[src/rtl/vwl_pkg.sv]
package vwl_pkg;

   // Register index width fixed by the wide encoding (2 + 5 bits)
   localparam int VIDX_W = 7;
   localparam int INSTR_W = 32;

   typedef enum logic [1:0] {
      ST_IDLE  = 2'd0,
      ST_FETCH = 2'd1,
      ST_WRITE = 2'd2
   } vwl_state_t;

   typedef struct packed {
      logic              legal;
      logic              base_zero;
      logic [VIDX_W-1:0] dst;
   } vwl_dec_t;

endpackage

[src/rtl/vwl_decode.sv]
module vwl_decode
   import vwl_pkg::*;
#(
   parameter int NARROW_OPC = 31,
   parameter int NARROW_XO  = 71,
   parameter int WIDE_OPC   = 4,
   parameter int WIDE_XO    = 8
) (
   input  logic [INSTR_W-1:0] instr,
   output vwl_dec_t           dec
);

   localparam int OPC_W  = 6;
   localparam int NXO_W  = 10;
   localparam int WXO_W  = 7;
   localparam int FLD_W  = 5;
   localparam int HI_W   = VIDX_W - FLD_W;

   logic [OPC_W-1:0] opc;
   logic [NXO_W-1:0] nxo;
   logic [WXO_W-1:0] wxo;
   logic [FLD_W-1:0] dst_lo;
   logic [HI_W-1:0]  dst_hi;
   logic [FLD_W-1:0] base_fld;
   logic             is_narrow;
   logic             is_wide;
   logic             unused_bits;

   assign opc      = instr[31:26];
   assign dst_lo   = instr[25:21];
   assign base_fld = instr[20:16];
   assign nxo      = instr[10:1];
   assign wxo      = instr[10:4];
   assign dst_hi   = instr[3:2];

   // index field and record/reserved bits do not affect this unit
   assign unused_bits = ^{instr[15:11], instr[0]};

   assign is_narrow = (opc == OPC_W'(NARROW_OPC)) && (nxo == NXO_W'(NARROW_XO));
   assign is_wide   = (opc == OPC_W'(WIDE_OPC))   && (wxo == WXO_W'(WIDE_XO));

   always_comb begin
      dec.legal     = is_narrow || is_wide;
      dec.base_zero = (base_fld == '0);
      if (is_wide) begin
         dec.dst = {dst_hi, dst_lo};
      end else begin
         dec.dst = {{HI_W{1'b0}}, dst_lo};
      end
   end

endmodule

[src/rtl/vwl_agu.sv]
module vwl_agu #(
   parameter int GPR_W  = 64,
   parameter int ADDR_W = 32,
   parameter int LANE_W = 32,
   parameter int LANES  = 4,
   localparam int BOFF_W = $clog2(LANE_W / 8),
   localparam int LSEL_W = $clog2(LANES)
) (
   input  logic [GPR_W-1:0]  base_val,
   input  logic [GPR_W-1:0]  index_val,
   input  logic              base_zero,
   output logic [ADDR_W-1:0] addr_aligned,
   output logic [LSEL_W-1:0] lane
);

   logic [GPR_W-1:0]  base_eff;
   logic [GPR_W-1:0]  sum_full;
   logic [ADDR_W-1:0] ea;
   logic              unused_hi;

   assign base_eff = base_zero ? '0 : base_val;
   assign sum_full = base_eff + index_val;
   assign ea       = sum_full[ADDR_W-1:0];

   generate
      if (GPR_W > ADDR_W) begin : g_trunc
         assign unused_hi = ^sum_full[GPR_W-1:ADDR_W];
      end else begin : g_exact
         assign unused_hi = 1'b0;
      end
   endgenerate

   assign addr_aligned = {ea[ADDR_W-1:BOFF_W], {BOFF_W{1'b0}}};
   assign lane         = ea[BOFF_W+LSEL_W-1:BOFF_W];

endmodule

[src/rtl/vwl_merge.sv]
module vwl_merge #(
   parameter int LANE_W = 32,
   parameter int LANES  = 4,
   localparam int VEC_W  = LANE_W * LANES,
   localparam int NBYTES = LANE_W / 8,
   localparam int LSEL_W = $clog2(LANES)
) (
   input  logic [VEC_W-1:0]  old_vec,
   input  logic [LANE_W-1:0] bus_word,
   input  logic [LSEL_W-1:0] lane,
   output logic [VEC_W-1:0]  new_vec
);

   logic [LANE_W-1:0] be_word;

   // bus byte k (address +k) becomes the k-th most significant byte
   generate
      for (genvar b = 0; b < NBYTES; b++) begin : g_byte
         assign be_word[LANE_W-1-8*b -: 8] = bus_word[8*b +: 8];
      end

      // lane 0 sits at the top of the vector
      for (genvar l = 0; l < LANES; l++) begin : g_lane
         localparam int TOP = VEC_W - 1 - l * LANE_W;
         assign new_vec[TOP -: LANE_W] =
            (lane == LSEL_W'(l)) ? be_word : old_vec[TOP -: LANE_W];
      end
   endgenerate

endmodule

[src/rtl/vwl_ctrl.sv]
module vwl_ctrl
   import vwl_pkg::*;
#(
   parameter int ADDR_W = 32,
   parameter int LANE_W = 32,
   parameter int LANES  = 4,
   localparam int VEC_W  = LANE_W * LANES,
   localparam int LSEL_W = $clog2(LANES)
) (
   input  logic              clk,
   input  logic              rst_n,
   input  logic              issue_valid,
   output logic              issue_ready,
   input  vwl_dec_t          dec,
   input  logic [ADDR_W-1:0] addr_in,
   input  logic [LSEL_W-1:0] lane_in,
   output logic              busy,
   output logic              done,
   output logic              illegal,
   output logic              mem_rd_valid,
   input  logic              mem_rd_ready,
   output logic [ADDR_W-1:0] mem_rd_addr,
   input  logic [LANE_W-1:0] mem_rd_data,
   output logic              vrd_req,
   input  logic              vrd_ack,
   output logic [VIDX_W-1:0] vrd_idx,
   input  logic [VEC_W-1:0]  vrd_data,
   output logic              vwr_req,
   input  logic              vwr_ack,
   output logic [VIDX_W-1:0] vwr_idx,
   output logic [LANE_W-1:0] word_q,
   output logic [VEC_W-1:0]  vec_q,
   output logic [LSEL_W-1:0] lane_q
);

   vwl_state_t        state;
   logic [VIDX_W-1:0] dst_q;
   logic [ADDR_W-1:0] addr_q;
   logic              got_mem;
   logic              got_vec;
   logic              illegal_q;
   logic              done_q;
   logic              accept;
   logic              mem_fire;
   logic              vec_fire;
   logic              both_in;

   assign accept   = issue_valid && (state == ST_IDLE);
   assign mem_fire = mem_rd_valid && mem_rd_ready;
   assign vec_fire = vrd_req && vrd_ack;
   assign both_in  = (got_mem || mem_fire) && (got_vec || vec_fire);

   always_ff @(posedge clk or negedge rst_n) begin
      if (!rst_n) begin
         state     <= ST_IDLE;
         dst_q     <= '0;
         addr_q    <= '0;
         lane_q    <= '0;
         got_mem   <= 1'b0;
         got_vec   <= 1'b0;
         word_q    <= '0;
         vec_q     <= '0;
         illegal_q <= 1'b0;
         done_q    <= 1'b0;
      end else begin
         illegal_q <= 1'b0;
         done_q    <= 1'b0;
         unique case (state)
            ST_IDLE: begin
               if (accept) begin
                  if (dec.legal) begin
                     state   <= ST_FETCH;
                     dst_q   <= dec.dst;
                     addr_q  <= addr_in;
                     lane_q  <= lane_in;
                     got_mem <= 1'b0;
                     got_vec <= 1'b0;
                  end else begin
                     illegal_q <= 1'b1;
                  end
               end
            end
            ST_FETCH: begin
               if (mem_fire) begin
                  word_q  <= mem_rd_data;
                  got_mem <= 1'b1;
               end
               if (vec_fire) begin
                  vec_q   <= vrd_data;
                  got_vec <= 1'b1;
               end
               if (both_in) begin
                  state <= ST_WRITE;
               end
            end
            ST_WRITE: begin
               if (vwr_ack) begin
                  state  <= ST_IDLE;
                  done_q <= 1'b1;
               end
            end
            default: state <= ST_IDLE;
         endcase
      end
   end

   assign issue_ready  = (state == ST_IDLE);
   assign busy         = (state != ST_IDLE);
   assign done         = done_q;
   assign illegal      = illegal_q;
   assign mem_rd_valid = (state == ST_FETCH) && !got_mem;
   assign mem_rd_addr  = addr_q;
   assign vrd_req      = (state == ST_FETCH) && !got_vec;
   assign vrd_idx      = dst_q;
   assign vwr_req      = (state == ST_WRITE);
   assign vwr_idx      = dst_q;

endmodule

[src/rtl/vec_word_load_unit.sv]
module vec_word_load_unit
   import vwl_pkg::*;
#(
   parameter int GPR_W      = 64,
   parameter int ADDR_W     = 32,
   parameter int LANE_W     = 32,
   parameter int LANES      = 4,
   parameter int NARROW_OPC = 31,
   parameter int NARROW_XO  = 71,
   parameter int WIDE_OPC   = 4,
   parameter int WIDE_XO    = 8,
   localparam int VEC_W     = LANE_W * LANES
) (
   input  logic              clk,
   input  logic              rst_n,
   input  logic              issue_valid,
   output logic              issue_ready,
   input  logic [31:0]       issue_instr,
   input  logic [GPR_W-1:0]  base_val,
   input  logic [GPR_W-1:0]  index_val,
   output logic              busy,
   output logic              done,
   output logic              illegal,
   output logic              mem_rd_valid,
   input  logic              mem_rd_ready,
   output logic [ADDR_W-1:0] mem_rd_addr,
   input  logic [LANE_W-1:0] mem_rd_data,
   output logic              vrd_req,
   input  logic              vrd_ack,
   output logic [6:0]        vrd_idx,
   input  logic [VEC_W-1:0]  vrd_data,
   output logic              vwr_req,
   input  logic              vwr_ack,
   output logic [6:0]        vwr_idx,
   output logic [VEC_W-1:0]  vwr_data
);

   localparam int LSEL_W = $clog2(LANES);
   localparam int BOFF_W = $clog2(LANE_W / 8);

   generate
      if ((LANE_W % 8) != 0 || LANE_W < 16) begin : g_bad_lane
         $error("LANE_W must be a multiple of 8 and at least 16");
      end
      if (LANES < 2 || (LANES & (LANES - 1)) != 0) begin : g_bad_lanes
         $error("LANES must be a power of two, at least 2");
      end
      if (ADDR_W > GPR_W || ADDR_W < LSEL_W + BOFF_W) begin : g_bad_addr
         $error("ADDR_W must fit in GPR_W and cover the lane select");
      end
      if (VIDX_W != 7) begin : g_bad_idx
         $error("register index width must be 7");
      end
   endgenerate

   vwl_dec_t          dec;
   logic [ADDR_W-1:0] addr_w;
   logic [LSEL_W-1:0] lane_w;
   logic [LANE_W-1:0] word_q;
   logic [VEC_W-1:0]  vec_q;
   logic [LSEL_W-1:0] lane_q;

   vwl_decode #(
      .NARROW_OPC (NARROW_OPC),
      .NARROW_XO  (NARROW_XO),
      .WIDE_OPC   (WIDE_OPC),
      .WIDE_XO    (WIDE_XO)
   ) u_decode (
      .instr (issue_instr),
      .dec   (dec)
   );

   vwl_agu #(
      .GPR_W  (GPR_W),
      .ADDR_W (ADDR_W),
      .LANE_W (LANE_W),
      .LANES  (LANES)
   ) u_agu (
      .base_val     (base_val),
      .index_val    (index_val),
      .base_zero    (dec.base_zero),
      .addr_aligned (addr_w),
      .lane         (lane_w)
   );

   vwl_ctrl #(
      .ADDR_W (ADDR_W),
      .LANE_W (LANE_W),
      .LANES  (LANES)
   ) u_ctrl (
      .clk          (clk),
      .rst_n        (rst_n),
      .issue_valid  (issue_valid),
      .issue_ready  (issue_ready),
      .dec          (dec),
      .addr_in      (addr_w),
      .lane_in      (lane_w),
      .busy         (busy),
      .done         (done),
      .illegal      (illegal),
      .mem_rd_valid (mem_rd_valid),
      .mem_rd_ready (mem_rd_ready),
      .mem_rd_addr  (mem_rd_addr),
      .mem_rd_data  (mem_rd_data),
      .vrd_req      (vrd_req),
      .vrd_ack      (vrd_ack),
      .vrd_idx      (vrd_idx),
      .vrd_data     (vrd_data),
      .vwr_req      (vwr_req),
      .vwr_ack      (vwr_ack),
      .vwr_idx      (vwr_idx),
      .word_q       (word_q),
      .vec_q        (vec_q),
      .lane_q       (lane_q)
   );

   vwl_merge #(
      .LANE_W (LANE_W),
      .LANES  (LANES)
   ) u_merge (
      .old_vec  (vec_q),
      .bus_word (word_q),
      .lane     (lane_q),
      .new_vec  (vwr_data)
   );

endmodule

[config.mk]
export PLATFORM = sky130hd
export DESIGN_NAME = vec_word_load_unit
export DESIGN_NICKNAME = d
export VERILOG_FILES = /design/src/rtl/vwl_pkg.sv /design/src/rtl/vwl_decode.sv /design/src/rtl/vwl_agu.sv /design/src/rtl/vwl_merge.sv /design/src/rtl/vwl_ctrl.sv /design/src/rtl/vec_word_load_unit.sv
export SDC_FILE = /design/constraint.sdc
export NUM_CORES = 1
export LEC_CHECK = 0
export BUFFER_PORTS_ARGS = -buffer_cell sky130_fd_sc_hd__buf_2
export CAP_MARGIN = 20
export CORE_AREA = 8 8 189 191
export CTS_CLUSTER_SIZE = 40
export DETAILED_ROUTE_END_ITERATION = 10
export DIE_AREA = 0 0 197 199
export GPL_TIMING_DRIVEN = 0
export PLACE_DENSITY = 0.67
export SLEW_MARGIN = 25
export SYNTH_ARGS = -nofsm -noshare
export SYNTH_HDL_FRONTEND = slang
export SYNTH_SLANG_ARGS = --single-unit
[constraint.sdc]
create_clock -name clk -period 3.6 [get_ports clk]
set_clock_uncertainty 0.15 [all_clocks]
set_input_delay 0.36 -clock clk [delete_from_list [all_inputs] [get_ports clk]]
set_output_delay 0.36 -clock clk [all_outputs]
set_load 0.005 [all_outputs]
==> results of run 1 <==
==> worst max-delay path, cell delays in order <==
cell	delay, ns
buf_2	0.11
or4_1	0.54
nor2_1	0.21
clkbuf_2	0.27
nor2b_1	0.10
ha_1	0.43
nand4_1	0.20
nor3_1	0.36
o2111ai_1	0.24
o211ai_1	0.14
buf_4	0.19
a31oi_1	0.12
o211ai_1	0.23
a31oi_1	0.10
==> what timing repair did <==
action                                  4_1_cts  5_1_grt
pin swaps                                     0        2
resized for setup                             2        4
buffers inserted                              0        3
endpoints found under the setup margin        3       11
hold endpoints to repair                    217        0
hold buffers                                171        0
==> kinds of logic (layout without fill, tap and decap cells) <==
family / Yosys count / after routing
xor+xnor: 24 / 24
flops: 203 / 203
buf+inv: 75 / 726
fa+ha+maj: 30 / 30
simple gates: 194 / 194
mux: 289 / 289
compound gates: 142 / 142
other cells: 1 / 3
==> report_power, final <==
group | switching [mW] | internal (mW) | total, mW
clock network | 0.982 | 1.61 | 2.59
registers | 0.214 | 2.57 | 2.78
logic | 0.687 | 0.875 | 1.56
total | 1.88 | 5.05 | 6.93
==> routing by layer <==
layer  global-route usage [%]  routed length (um)
met5                        0                   0
met4                     7.38                1370
met3                     4.62                3170
met2                     38.0               21900
met1                     26.4               17900
==> worst min path at each step <==
stage / endpoint / cells after the start
after detailed placement: u_ctrl.vec_q[48]$_DFFE_PN0P_ / 1
after floorplan: u_ctrl.done$_DFF_PN0_ / 0
final: u_ctrl.illegal$_DFF_PN0_ / 3
after global placement: u_ctrl.mem_rd_addr[27]$_DFFE_PN0P_ / 2
after CTS: u_ctrl.illegal$_DFF_PN0_ / 3
after global routing: u_ctrl.illegal$_DFF_PN0_ / 3
==> final cells by class <==
class | instances | area [um^2]
clock buffer | 37 | 771
multi-input combinational | 681 | 5710
clock inverter | 6 | 88.8
antenna | 1 | 2.50
buffer | 59 | 298
tap | 448 | 561
sequential | 203 | 5080
fill | 2869 | 16300
timing repair buffer | 610 | 3970
inverter | 14 | 52.6
==> cells in the final DEF, fill, tap and decap left out, drive strengths merged, types with 3 or more instances in the layout <==
master and instances:
nor2b 31, xor2 10, dfrtp 203, clkbuf 62
buf 473, nor3 10, nand3 8, inv 14
and3 3, nor2 28, and2 6, o2111ai 3
o311ai 3, nand2b 8, nand4 16, a21oi 45
xnor2 14, a21o 4, a31oi 4, dlygate4sd3 171
a22o 3, or3 3, mux2 289, ha 30
nand2 72, o21ai 48, o21bai 6, o211ai 4
o21a 3
==> metrics by stage <==
| step | cells | util (%) |
|---|---|---|
| 2_1_floorplan | 959 | - |
| 3_3_place_gp | 1841 | 42.2 |
| 3_5_place_dp | 1843 | 42.4 |
| 4_1_cts | 2057 | 50.2 |
| 5_1_grt | 2059 | 50.3 |
| 6_report | 2059 | 50.3 |
==> state kept, by name, summed over array words and instances (netlist names) <==
signal and cells:
u_ctrl.done 1, u_ctrl.got_mem 1, u_ctrl.got_vec 1, u_ctrl.illegal 1
u_ctrl.lane_q 1, u_ctrl.mem_rd_addr 29, u_ctrl.state 2, u_ctrl.vec_q 128
u_ctrl.vrd_idx 7, u_ctrl.word_q 32
==> out/metrics.csv, run 1 <==
stage,metric,value,unit
power,total power draw,6.93,mW
flow_run,max-capacitance violation count,0,
yosys,main combinational cell family by area after synthesis,multiplexers,
die,core box area,0.0329,mm^2
detailed_routing,DR vias,10365,
yosys,simple-gate portion of the synthesized area,8.69,%
worst_setup_path,arrival time at the worst endpoint,3.60,ns
place,port buffer count,434,
worst_setup_path,critical path capture point type,register,
worst_setup_path,top fanout value on the critical path,10,
global_routing,Total Routing Usage GR,21.8,%
yosys,post-synthesis xor/xnor area fraction,1.89,%
die,Top Ports,507,
yosys,average cell area after synthesis,11.6,um^2
detailed_routing,number of optimization iterations in the first detailed-route pass,7,
yosys,Cells after Synth,958,
power,PD cells,419,mW/mm^2
timing,max_slew headroom,33.1,%
worst_setup_path,register-to-register setup slack,0.82,ns
worst_setup_path,worst r2r src,u_ctrl.state[1]$_DFFE_PN0P_,
cts,clk_lat worst skew,0.50,ns
die,floorplan die width,197,um
worst_setup_path,worst setup path startpoint,issue_instr[16],
yosys,largest cells by area after synthesis,"dfrtp_1 46%, mux2_2 29%, ha_1 3.4%",
cts,number of H-tree levels,1,
detailed_routing,Final Routed Wirelength,44300,um
timing,pin slew with the least headroom to its limit,1.00,ns
cts,clock transition at the registers of the reported paths,0.06,ns
power,maximum ir drop on the vdd rail,0.000275,V
global_routing,number of global-route vias before repair,11348,
detailed_routing,starting DRC count in detailed routing,404,
yosys,library cells used by synthesis,59,
die,die area,0.0392,mm^2
timing,period utilization,94.0,%
worst_hold_path,class of the tightest hold or removal check,input pin to register,
power,total leakage power,8.45,nW
global_routing,largest net degree at the start of global routing,82,
yosys,sequential area share after synthesis,45.7,%
die,number of rows created at floorplan,67,
cts,maximum clock path buffer count,3,
yosys,count of flip-flops with a built-in enable after synthesis,0,
yosys,post-synthesis cell type with the largest combined area,dfrtp_1,
timing,clock period minus worst slack,3.39,ns
final_layout,share of layout cells above drive strength 1,50.0,%
yosys,number of warnings issued by yosys,0,
final_layout,area of all placed cells without fillers,0.0165,mm^2
place,Final Wtd Congestion,0.918,
timing,worst-case hold slack,0.0376,ns
worst_setup_path,Setup CP Type,input pin to register,
yosys,leading post-synthesis cells by instance count,"289 x mux2_2, 203 x dfrtp_1, 72 x nand2_1",
timing,count of endpoints failing setup in the final report,0,
yosys,cell with the most instances after synthesis,mux2_2,
yosys,post-synthesis sequential element count,203,
global_routing,Overflow after GRT,0,
worst_setup_path,path depth of the worst reg2reg path,6,
worst_setup_path,crit start category,input pin,
cts,CTS root buf,clkbuf_16,
detailed_routing,average wire per standard cell,21.5,um
timing,FMAX,295,MHz
cts,clock tree from TritonCTS,done,
worst_setup_path,Crit Reg-Reg Endpoint,u_ctrl.word_q[29]$_DFFE_PN0P_,
yosys,primary flip-flop cell chosen by synthesis mapping,dfrtp_1,
worst_setup_path,required time worst endpoint,3.81,ns
worst_hold_path,Worst Hold Launch,issue_valid,
place,post-detailed-placement half-perimeter wirelength,31900,um
global_routing,number of antenna violations at the first check in global routing,1,
yosys,fraction of synthesized area in multiplexers,29.3,%
yosys,area of the mapped netlist,0.0111,mm^2
timing,Final Slew Violations,0,
detailed_routing,DR vias/cell,5.03,
place,Setup WS pre-CTS,-0.632,ns
global_routing,global-route wire length before repair,67100,um
timing,final setup margin,0.214,ns
timing,Setup TNS Final,0,ns
detailed_routing,number of remaining DRC errors,0,
yosys,share of async-settable or async-resettable flops after synthesis,100,%
yosys,fraction of post-synthesis cell area in the top cell type by area,45.7,%
detailed_routing,number of nets still failing antenna checks after routing,0,
place,Post-DP Area,0.0139,mm^2
die,starting density of the core,33.9,%
final_layout,Syn-to-layout area delta,48.6,%
die,Die Height,199,um
cts,sink count of the clock tree,203,
timing,number of endpoints with negative hold slack in the final report,0,
final_layout,final layout net count,1949,
cts,TritonCTS buffer count,24,
yosys,complex-gate fraction of the synthesized area,7.91,%
yosys,"post-synthesis share of cell area spent on full adders, half adders and majority gates",3.37,%
run_status,result of the run,completed,
worst_setup_path,CP Capture Point,u_ctrl.mem_rd_addr[31]$_DFFE_PN0P_,
(Power assumes the default switching activity.)
==> inputs of run 2 (changes only) <==
Settings changed: PLACE_DENSITY 0.67 to 0.63.
==> run 2 against run 1 <==
Net effect: combinational power is essentially flat; maximum frequency grew 0.61%; sequential share of layout area shrank 0.081 points; routed wire length shrank 1.3%; cell count grew 0.24%; non-clock buffer count shrank 1; design area grew 0.26%; setup slack gained 0.021 ns; first-iteration DRC count shrank 10%; largest cell class unchanged; largest power group unchanged; highest routed layer unchanged.
==> out/metrics.csv, run 2 (synthesis results as in run 1) <==
stage,metric,value,unit
run_status,result of the run,completed,
timing,number of endpoints with negative hold slack in the final report,0,
detailed_routing,DR vias,10137,
worst_setup_path,arrival time at the worst endpoint,2.85,ns
timing,FMAX,297,MHz
final_layout,"commonest non-fill, non-tap cells in the layout","447 x buf_2, 289 x mux2_2, 203 x dfrtp_1, 172 x dlygate4sd3_1, 72 x nand2_1",
timing,max_slew headroom,36.3,%
global_routing,number of antenna violations at the first check in global routing,3,
die,starting density of the core,33.9,%
global_routing,number of global-route vias before repair,11072,
final_layout,share of the core filled with cells in the final layout,50.4,%
worst_setup_path,delay contributed by the slowest stage of the critical path,0.76,ns
place,port buffer count,434,
place,Post-DP Area,0.0139,mm^2
cts,maximum clock path buffer count,3,
die,number of rows created at floorplan,67,
place,Final Wtd Congestion,0.908,
worst_setup_path,Crit Reg-Reg Endpoint,u_ctrl.word_q[24]$_DFFE_PN0P_,
detailed_routing,average wire per standard cell,21.2,um
final_layout,most common library cell in the layout ignoring fill and taps,buf_2,
worst_setup_path,"Buf+Inv Stages, Crit Path",3,
cts,clk_lat worst skew,0.52,ns
worst_setup_path,register-to-register setup slack,0.85,ns
die,die area,0.0392,mm^2
place,Placed Cells incl. Taps,1843,
worst_hold_path,WHS Endpoint,u_ctrl.state[0]$_DFFE_PN0P_,
cts,sink count of the clock tree,203,
detailed_routing,number of remaining DRC errors,0,
worst_setup_path,critical path capture point type,output port,
timing,count of endpoints failing setup in the final report,0,
final_layout,share of layout cells above drive strength 1,50.1,%
final_layout,Syn-to-layout area delta,49.0,%
worst_setup_path,worst r2r src,u_ctrl.state[1]$_DFFE_PN0P_,
final_layout,max FFs per register,128,
cts,number of H-tree levels,1,
detailed_routing,Final Routed Wirelength,43700,um
power,total leakage power,8.47,nW
worst_setup_path,required time worst endpoint,3.09,ns
die,Top Ports,507,
worst_setup_path,ordered cell list for the critical path,nand2b_1 -> clkbuf_1 -> buf_1 -> mux2_2 -> buf_2,
final_layout,Final Non-Filler Cells,2064,
global_routing,global-route wire length before repair,65800,um
detailed_routing,number of nets still failing antenna checks after routing,0,
die,core box area,0.0329,mm^2
cts,CTS root buf,clkbuf_16,
detailed_routing,starting DRC count in detailed routing,362,
flow_run,max-capacitance violation count,0,
timing,period utilization,93.5,%
cts,TritonCTS buffer count,25,
place,Setup WS pre-CTS,-0.690,ns
die,Die Height,199,um
power,total power draw,7.03,mW
timing,pin slew with the least headroom to its limit,0.956,ns
cts,clock transition at the registers of the reported paths,0.06,ns
detailed_routing,DR vias/cell,4.91,
die,floorplan die width,197,um
final_layout,final layout net count,1949,
cts,clock tree from TritonCTS,done,
worst_hold_path,class of the tightest hold or removal check,input pin to register,
timing,Setup TNS Final,0,ns
final_layout,area of all placed cells without fillers,0.0166,mm^2
timing,worst-case hold slack,0.0716,ns
worst_setup_path,top fanout value on the critical path,10,
timing,final setup margin,0.235,ns
worst_setup_path,path depth of the worst reg2reg path,6,
power,PD cells,424,mW/mm^2
worst_setup_path,top cell family by delay on the critical path,buffers and inverters,
timing,setup repair after global routing missed its margin,no,
global_routing,Total Routing Usage GR,21.4,%
worst_setup_path,Setup CP Type,register to output port,
final_layout,Biggest register,u_ctrl.vec_q,
timing,clock period minus worst slack,3.36,ns
worst_setup_path,crit path max-delay cell type,buf_1,
global_routing,largest net degree at the start of global routing,89,
detailed_routing,number of optimization iterations in the first detailed-route pass,4,
worst_hold_path,Worst Hold Depth,3,
timing,Final Slew Violations,0,
worst_setup_path,crit start category,register,
global_routing,Overflow after GRT,0,
worst_hold_path,Worst Hold Launch,vrd_ack,
power,maximum ir drop on the vdd rail,0.000280,V
place,post-detailed-placement half-perimeter wirelength,31900,um
[run 2: repair_timing]
item	CTS	global route
endpoints found under the setup margin	7	10
hold buffers	172	0
hold endpoints to repair	292	0
setup buffers	0	2
pin swaps	0	2
gates resized for setup	3	5
[run 2: power breakdown]
| part | switching (mW) | total (mW) | internal (mW) |
|---|---|---|---|
| registers | 0.206 | 2.77 | 2.57 |
| clock network | 1.01 | 2.70 | 1.69 |
| logic | 0.680 | 1.56 | 0.875 |
| total | 1.90 | 7.03 | 5.13 |
[run 2: layout make-up]
type                            count  area [um^2]
Multi-Input combinational cell    681         5710
Antenna cell                        4         10.0
Clock buffer                       34          719
Fill cell                        2894        16300
Tap cell                          448          561
Timing Repair Buffer              610         3970
Buffer                             58          294
Inverter                           14         52.6
Sequential cell                   203         5080
Clock inverter                     12          175
[run 2: worst max path at each step]
stage	slack (ns)	cells past startpoint	startpoint	end
floorplan	0.14	12	issue_instr[16]	u_ctrl.mem_rd_addr[30]$_DFFE_PN0P_
global placement	-1.57	1	rst_n	u_ctrl.vrd_idx[4]$_DFFE_PN0P_
detailed placement	-0.69	14	issue_instr[16]	u_ctrl.mem_rd_addr[31]$_DFFE_PN0P_
CTS	0.008	14	issue_instr[16]	u_ctrl.mem_rd_addr[31]$_DFFE_PN0P_
global route	0.06	13	issue_instr[16]	u_ctrl.mem_rd_addr[28]$_DFFE_PN0P_
finish	0.24	5	u_ctrl.mem_rd_addr[3]$_DFFE_PN0P_	vwr_data[73]
[run 2: routing by layer]
layer | global-route usage (%) | part of all wire [%] | wire length (um)
met5 | 0 | 0 | 0
met4 | 6.27 | 2.6 | 1140
met3 | 5.28 | 7.5 | 3280
met2 | 38.4 | 50 | 21900
met1 | 25.1 | 40 | 17400
[run 2: worst register-to-register path, stage by stage, from the launching register on]
cell and delay (ns):
dfrtp_1 0.38, nand2b_1 0.20, nor2_1 0.13, and2_1 0.13
clkbuf_1 0.49, clkbuf_1 0.75, mux2_2 0.41
